$ cat config.mk
export PLATFORM = sky130hd
export DESIGN_NAME = por_sequencer
export DESIGN_NICKNAME = d
export VERILOG_FILES = /design/src/rtl/por_pkg.sv /design/src/rtl/por_sync.sv /design/src/rtl/por_timer.sv /design/src/rtl/por_sequencer.sv
export SDC_FILE = /design/constraint.sdc
export NUM_CORES = 1
export LEC_CHECK = 0
export BUFFER_PORTS_ARGS = -buffer_cell sky130_fd_sc_hd__buf_2
export CAP_MARGIN = 40
export CORE_MARGIN = 2
export CORE_UTILIZATION = 55
export DETAILED_ROUTE_END_ITERATION = 7
export GPL_ROUTABILITY_DRIVEN = 1
export PLACE_DENSITY_LB_ADDON = 0.25
export SLEW_MARGIN = 20
export SYNTH_ARGS = -nofsm -noshare
export SYNTH_HDL_FRONTEND = slang
export SYNTH_SLANG_ARGS = --single-unit
$ cat constraint.sdc
create_clock -name clk -period 2.1 [get_ports clk]
set_clock_uncertainty 0.05 [all_clocks]
set_input_delay 0.21 -clock clk [delete_from_list [all_inputs] [get_ports clk]]
set_output_delay 0.21 -clock clk [all_outputs]
set_load 0.03 [all_outputs]
$ cat src/rtl/por_pkg.sv
package por_pkg;
  typedef enum logic [1:0] {
    ST_RAMP  = 2'd0,
    ST_DELAY = 2'd1,
    ST_CFG   = 2'd2,
    ST_USER  = 2'd3
  } por_state_t;
endpackage

$ cat src/rtl/por_sync.sv
module por_sync #(
  parameter int WIDTH = 4
) (
  input  logic             clk,
  input  logic             rst,
  input  logic [WIDTH-1:0] din,
  output logic [WIDTH-1:0] dout
);
  for (genvar i = 0; i < WIDTH; i++) begin : g_bit
    logic meta_q, sync_q;
    always_ff @(posedge clk) begin
      if (rst) begin
        meta_q <= 1'b0;
        sync_q <= 1'b0;
      end else begin
        meta_q <= din[i];
        sync_q <= meta_q;
      end
    end
    assign dout[i] = sync_q;
  end
endmodule

$ cat src/rtl/por_timer.sv
module por_timer #(
  parameter int W = 8
) (
  input  logic         clk,
  input  logic         rst,
  input  logic         clr,
  input  logic         en,
  input  logic [W-1:0] limit,
  output logic         hit
);
  logic [W-1:0] cnt_q;

  assign hit = en && (cnt_q == (limit - W'(1)));

  always_ff @(posedge clk) begin
    if (rst || clr) cnt_q <= '0;
    else if (en && !hit) cnt_q <= cnt_q + W'(1);
  end
endmodule

$ cat src/rtl/por_sequencer.sv
module por_sequencer
  import por_pkg::*;
#(
  parameter int CLK_HZ         = 100_000_000,
  parameter int N_BANKS        = 8,
  parameter int CYC_PER_MS_OVR = 0,
  parameter int SHORT_MS       = 12,
  parameter int LONG_MS        = 100,
  parameter int RISE_MS        = 100
) (
  input  logic               clk,
  input  logic               rst,
  input  logic [N_BANKS-1:0] bank_ok,
  input  logic               drv_ok,
  input  logic               core_ok,
  input  logic               dly_sel,
  input  logic               cfg_done,
  output logic               rst_out,
  output logic               tri_out,
  output logic               cfg_start,
  output logic               rise_err
);
  localparam int CPM     = (CYC_PER_MS_OVR != 0) ? CYC_PER_MS_OVR : CLK_HZ / 1000;
  localparam int SHORT_C = SHORT_MS * CPM;
  localparam int LONG_C  = LONG_MS * CPM;
  localparam int RISE_C  = RISE_MS * CPM;
  localparam int MAX_DL  = (SHORT_C > LONG_C) ? SHORT_C : LONG_C;
  localparam int MAX_C   = (MAX_DL > RISE_C) ? MAX_DL : RISE_C;
  localparam int CW      = $clog2(MAX_C + 1);
  localparam int NSUP    = N_BANKS + 2;
  localparam int NSYNC   = NSUP + 1;
  localparam logic [CW-1:0] LIM_SHORT = CW'(SHORT_C);
  localparam logic [CW-1:0] LIM_LONG  = CW'(LONG_C);
  localparam logic [CW-1:0] LIM_RISE  = CW'(RISE_C);

  logic [NSYNC-1:0] s_vec;
  logic [NSUP-1:0]  sup, sup_q;
  logic             s_core, s_sel, all_ok, any_fall;
  por_state_t       state_q, nxt;
  logic             sel_q, err_q;
  logic             rise_hit, dly_hit;

  por_sync #(.WIDTH(NSYNC)) u_sync (
    .clk  (clk),
    .rst  (rst),
    .din  ({dly_sel, core_ok, drv_ok, bank_ok}),
    .dout (s_vec)
  );

  assign sup      = s_vec[NSUP-1:0];
  assign s_core   = s_vec[N_BANKS+1];
  assign s_sel    = s_vec[NSYNC-1];
  assign all_ok   = &sup;
  assign any_fall = |(sup_q & ~sup);

  por_timer #(.W(CW)) u_rise (
    .clk   (clk),
    .rst   (rst),
    .clr   ((state_q != ST_RAMP) || (err_q && any_fall)),
    .en    ((state_q == ST_RAMP) && !all_ok && !err_q),
    .limit (LIM_RISE),
    .hit   (rise_hit)
  );

  por_timer #(.W(CW)) u_delay (
    .clk   (clk),
    .rst   (rst),
    .clr   (state_q != ST_DELAY),
    .en    ((state_q == ST_DELAY) && all_ok),
    .limit (sel_q ? LIM_SHORT : LIM_LONG),
    .hit   (dly_hit)
  );

  always_comb begin
    nxt = state_q;
    case (state_q)
      ST_RAMP:  if (!err_q && all_ok) nxt = ST_DELAY;
      ST_DELAY: if (!all_ok) nxt = ST_RAMP;
                else if (dly_hit) nxt = ST_CFG;
      ST_CFG:   if (!all_ok) nxt = ST_RAMP;
                else if (cfg_done) nxt = ST_USER;
      ST_USER:  if (!s_core) nxt = ST_RAMP;
      default:  nxt = ST_RAMP;
    endcase
  end

  always_ff @(posedge clk) begin
    if (rst) begin
      state_q   <= ST_RAMP;
      sup_q     <= '0;
      sel_q     <= 1'b0;
      err_q     <= 1'b0;
      rst_out   <= 1'b1;
      tri_out   <= 1'b1;
      cfg_start <= 1'b0;
    end else begin
      state_q   <= nxt;
      sup_q     <= sup;
      if (state_q == ST_RAMP && nxt == ST_DELAY) sel_q <= s_sel;
      if (err_q && any_fall) err_q <= 1'b0;
      else if (rise_hit)     err_q <= 1'b1;
      rst_out   <= (nxt != ST_USER);
      tri_out   <= (nxt != ST_USER);
      cfg_start <= (state_q == ST_DELAY) && (nxt == ST_CFG);
    end
  end

  assign rise_err = err_q;
endmodule

### Word-level counts from Yosys, hierarchy flattened

Cells that the tools add are included.

* $add $sub $neg: 3
* eq/ne operators: 9
* mux-type cells: 8
* bitwise logic cells: 2
* reduce and logical (&&, ||, !) cells: 23

Operators by type and width (count)
* $add A24 B1 Y24 const B: 2
* $eq A24 B24 Y1: 1
* $eq A24 B24 Y1 const B: 1
* $mux W24: 1
* $sub A24 B1 Y24 const B: 1
* $mux W2: 6
* $logic_and A1 B1 Y1: 11
* $and A10 B10 Y10: 1
* $not A10 Y10: 1
* $reduce_and A10 Y1: 1
* $reduce_or A10 Y1: 1
* $pmux W2 S4: 1
* $eq A2 B2 Y1 const B: 3
* $eq A2 B1 Y1 const B: 2
* $logic_not A1 Y1: 4
* $logic_or A1 B1 Y1: 3
* $logic_not A2 Y1: 1
* $ne A2 B1 Y1 const B: 1
* $ne A2 B2 Y1 const B: 1
* $reduce_bool A2 Y1: 1
* $reduce_or A2 Y1: 1

* flip-flop bits (word level): 86
* input bits: 14
* logic and storage cells: 75

### Depth between registers and ports, before layout

* depth in word-level cells: 9
* mapped depth: 8
* depth with buffers taken out: 6

### Hierarchy

From an unflattened synthesis, not the netlist that was laid out.

* cell total of the unflattened synthesis: 723
* area total of the unflattened synthesis: 5960.7 µm²

Modules (own cells, without submodules)
* por_timer: times used 2, cells an instance 296, area an instance 2285.9 µm², sequential area each 480.5 µm²
* por_sync: times used 1, cells an instance 57, area an instance 723.2 µm², sequential area each 440.4 µm²
* por_sequencer: times used 1, cells an instance 74, area an instance 665.6 µm², sequential area each 320.3 µm²

### Least setup slack after synthesis

No wires, ideal clock.

* path type: reg2reg
* start: reg u_rise.cnt_q[0]
* end: reg u_rise.cnt_q[1]
* setup time: 0.128 ns
* arrival time: 1.857 ns
* required time: 1.922 ns
* setup slack: 0.066 ns
* cell stages (with the launch flop): 9
* cells stage by stage: dfxtp_1 > ha_1 > nand2_1 > or4_4 > o21ai_4 > buf_6 > buf_6 > mux2i_1 > nor2_1

* word-level cells in the longest chain between the ends: 4
* elaborated cells between the ends (all ways): 5
* classes of those cells: add/sub (1); eq/ne (1); reduce/logical (3)

Ends and longest elaborated chain
* from (decl): RTL line por_timer.sv:11 `logic [W-1:0] cnt_q;`
* from (signal assigned): RTL line por_timer.sv:17 `else if (en && !hit) cnt_q <= cnt_q + W'(1);`
* parallel branches: the longest is 4 deep, another holds $add A24 B1 Y24

Parallel ways; which one is timed is not known.
A chain may end at the register's enable or synchronous reset.

### Worst setup path after layout

* start: reg u_delay.cnt_q[11]
* end: reg tri_out

* word-level cells in the longest chain between the ends: 6

Ends and longest elaborated chain
* from (decl): RTL line por_timer.sv:11
* from (signal assigned): RTL line por_timer.sv:17
* $eq A24 B24 Y1: RTL line por_timer.sv:13 `assign hit = en && (cnt_q == (limit - W'(1)));`
* $logic_and A1 B1 Y1: RTL line por_timer.sv:13
* $mux W2: RTL line por_sequencer.sv:79 `else if (dly_hit) nxt = ST_CFG;`
* $mux W2: RTL line por_sequencer.sv:78 `ST_DELAY: if (!all_ok) nxt = ST_RAMP;`
* $pmux W2 S4: RTL line por_sequencer.sv:76 `case (state_q)`
* $ne A2 B2 Y1: RTL line por_sequencer.sv:103 `tri_out <= (nxt != ST_USER);`
* to (signal assigned): RTL line por_sequencer.sv:103
* to (decl): RTL line por_sequencer.sv:19 `output logic tri_out,`

Every way passes these cells.

==> qor.csv <==
stage;metric;value;unit
status;status;complete, no violations;
power;sequentialPowerShare;0.576;
grt;grt_max_degree;33;
cts;cts_tree;yes;
routing;drtIter0Drc;160;
worst_hold_path;hp-class;in -> reg;
routing;drt-total-wl;7950;µm
synthesis;yosysTopAreaCell;dfxtp_1;
power;switching_share;0.252;
routing;drcViolationCount;0;
cts;path_clk_slew;0.09;ns
timing;max_slew_margin;0.545;
synthesis;ys_seq_elements;86;
placement;io_buffers;17;
synthesis;yosys_warnings;0;
final_layout;areaGrowthSynthToFinish;17.0;%
cts;htree_levels;3;
final_layout;register_area;1740;µm²
final_layout;drive_above_1_share;0.173;
power;p_int;2.17;mW
grt;antenna_found_initial;0;
routing;wire_per_inst;14.2;µm
floorplanning;core-area;6760;µm²
setup_path;r2r_end;tri_out$_SDFF_PP1_;
timing;tightest_slew;0.677;ns
timing;setup_violations;0;
worst_hold_path;holdPathEnd;u_sync.g_bit[0].meta_q$_SDFF_PP0_;
synthesis;post-synth-top-count-cell;dfxtp_1;
synthesis;netlist_area;3810;µm²
routing;ant_nets;0;
worst_hold_path;min_from;bank_ok[0];
run;maxCapViolations;0;
setup_path;worstReg2RegStart;u_delay.cnt_q[11]$_SDFFE_PP0P_;
cts;clk_latency;0.36;ns
routing;vias;3261;
floorplanning;start_util;0.564;
power;leakagePower;1.47;nW
routing;first_pass_iters;4;
floorplanning;row_count;30;
synthesis;netlist_instances;431;
cts;cts_sinks;86;
grt;grt_pass1_wl;13300;µm
routing;avgViaCountPerCell;5.82;
power;power.switching;0.732;mW
floorplanning;ios;18;
synthesis;synth_nets;447;
grt;grt-ovfl-total;0;
cts;root_buffer;clkbuf_8;
synthesis;synthArstFlopShare;0;
timing;fmax;494;MHz
grt;grt_util_all_layers;0.218;
final_layout;multi_input_comb_area;2000;µm²
setup_path;cp-end-kind;flop;
setup_path;rr_worst_depth;5;
setup_path;critical_path.startpoint_type;flop;
power;peakVddDrop;0.461;mV
synthesis;synthTopCellsByArea;dfxtp_1 (45%), nor2b_1 (5.4%), a21oi_1 (4.9%), or3_1 (4.4%), nand4_1 (2.8%);
power;power_frac_comb;0.031;
timing;rsz0062_at_grt;yes;
synthesis;ys_seq_area_frac;0.451;
placement;dp_hpwl;5270;µm
floorplanning;fp.dieW;87.3;µm
synthesis;yosysTopAreaCellShare;0.451;
setup_path;worstPathMaxFanout;6;
power;total_power;2.91;mW
floorplanning;die_h;87.3;µm
setup_path;critPathRequiredTime;2.29;ns
floorplanning;fp.dieArea;7620;µm²
synthesis;synth_edf_count;0;
timing;fin_crit;2.02;ns
timing;period_share;0.963;
synthesis;synth_cell_types;51;
grt;grt_pass1_vias;3068;
cts;clock_path_buffers;2;
final_layout;diodes;0;
timing;hold_viol;0;
power;powerDensity;651;nW/µm²
synthesis;netlist_top_cells_count;dfxtp_1 (86), a21oi_1 (37), nor2b_1 (33);
power;pwr-share-clk;0.393;
synthesis;syn-mean-instance-area;8.85;µm²
timing;holdWs;0.0105;ns
setup_path;timing.reg2reg.setup_slack;0.08;ns
worst_hold_path;hold_depth;2;
setup_path;cp.arrival;2.21;ns
synthesis;synth_flop_cell;dfxtp_1;
placement;gp_congestion;0.878;
setup_path;criticalPathCategory;reg -> reg;
cts;cts_inserted_buffers;9;
timing;drv_slew;0;
final_layout;nNetsFinal;491;
final_layout;nFillCells;549;
[final cells by class]
| class | instances | share of cell area |
|---|---|---|
| Clock buffer | 9 | 0.0278 |
| Timing Repair Buffer | 50 | 0.0819 |
| Tap cell | 80 | 0.0224 |
| Sequential cell | 86 | 0.389 |
| Inverter | 18 | 0.0151 |
| Multi-Input combinational cell | 310 | 0.447 |
| Clock inverter | 7 | 0.0163 |
[logic make-up after synthesis]
family                   synth area share
XOR/XNOR                           0.0184
AO/OA/AOI/OAI                       0.153
flip-flops                          0.451
multiplexers                       0.0157
buffers and inverters              0.0417
adder cells (fa/ha/maj)           0.00656
AND/OR/NAND/NOR                     0.313
[power by group through the flow]
stage,Clock [mW],Sequential [mW],Combinational [mW]
floorplan,0,1.71,0.0530
CTS,1.17,1.67,0.0878
finish,1.14,1.67,0.0900
detailed placement,0,1.71,0.0764
global route,1.24,1.68,0.0999
global placement,0,1.71,0.0731
[metrics by stage]
| step | instances | TNS, ns | utilization | setup WS, ns | instance area (µm²) |
|---|---|---|---|---|---|
| after floorplan | 431 | 0 | - | 0.0657 | 3810 |
| after global placement | 532 | 0 | 0.604 | 0.0950 | 4080 |
| after detailed placement | 532 | 0 | 0.604 | 0.0295 | 4080 |
| after CTS | 556 | 0 | 0.648 | 0.0104 | 4380 |
| after global routing | 560 | -0.0921 | 0.660 | -0.0301 | 4460 |
| final | 560 | 0 | 0.660 | 0.0774 | 4460 |
[worst max-delay path, stage by stage, from the launching register on]
cell	delay (ns)
dfxtp_1	0.36
nor4b_2	0.31
a22oi_2	0.15
or4_1	0.59
o41ai_2	0.33
o31ai_1	0.12
[state kept, by name, indices dropped and copies added (netlist names)]
register and flops:
tri_out 1, u_rise.cnt_q 24, state_q 2, sel_q 1, u_delay.cnt_q 24, u_sync.g_bit.meta_q 11
u_sync.g_bit.sync_q 11, cfg_start 1, rise_err 1, sup_q 10
[worst max path at each step]
stage / from / endpoint / slack, ns / depth (start not counted)
3_3_place_gp: u_delay.cnt_q[19]$_SDFFE_PP0P_ / tri_out$_SDFF_PP1_ / 0.1 / 5
6_report: u_delay.cnt_q[11]$_SDFFE_PP0P_ / tri_out$_SDFF_PP1_ / 0.08 / 5
2_1_floorplan: u_rise.cnt_q[0]$_SDFFE_PP0P_ / u_rise.cnt_q[1]$_SDFFE_PP0P_ / 0.07 / 8
5_1_grt: u_sync.g_bit[9].sync_q$_SDFF_PP0_ / u_delay.cnt_q[6]$_SDFFE_PP0P_ / -0.03 / 7
3_5_place_dp: u_delay.cnt_q[16]$_SDFFE_PP0P_ / state_q[0]$_SDFF_PP0_ / 0.03 / 5
4_1_cts: u_delay.cnt_q[16]$_SDFFE_PP0P_ / tri_out$_SDFF_PP1_ / 0.01 / 5
[layer usage]
layer,wire [µm],track usage,up-vias
li1,-,-,1668
met1,3620,0.270,1516
met2,3920,0.367,68
met3,297,0.0607,9
met4,116,0.0671,0
met5,0,0,-
[placed cells by master (no fill, tap or decap), types with 4 or more instances in the layout]
cell type / synthesis / final
dfxtp_1: 86 / 76
a21oi_1: 37 / 37
nor2b_1: 33 / 33
or3_1: 27 / 27
nand2_1: 23 / 23
nor2_1: 23 / 23
buf_4: 3 / 22
nand3_1: 21 / 21
inv_1: 18 / 18
buf_2: 1 / 18
nand4_1: 17 / 17
o21ai_1: 13 / 13
o21ai_0: 12 / 12
or4_1: 12 / 12
o31ai_1: 11 / 11
clkbuf_8: 0 / 9
dlygate4sd3_1: 0 / 9
dfxtp_2: 0 / 9
nor4_1: 8 / 7
nand2b_1: 6 / 6
mux2i_1: 6 / 6
and3_1: 5 / 5
xor2_1: 5 / 5
nor3_1: 5 / 4
[timing repair]
action	CTS	global route
hold buffers	8	1
pin swaps	0	3
resized for setup	3	18
endpoints found under the hold margin	8	1
setup buffers	0	2
setup endpoints to repair	5	28
cloned	0	1
(Power assumes the default switching activity.)
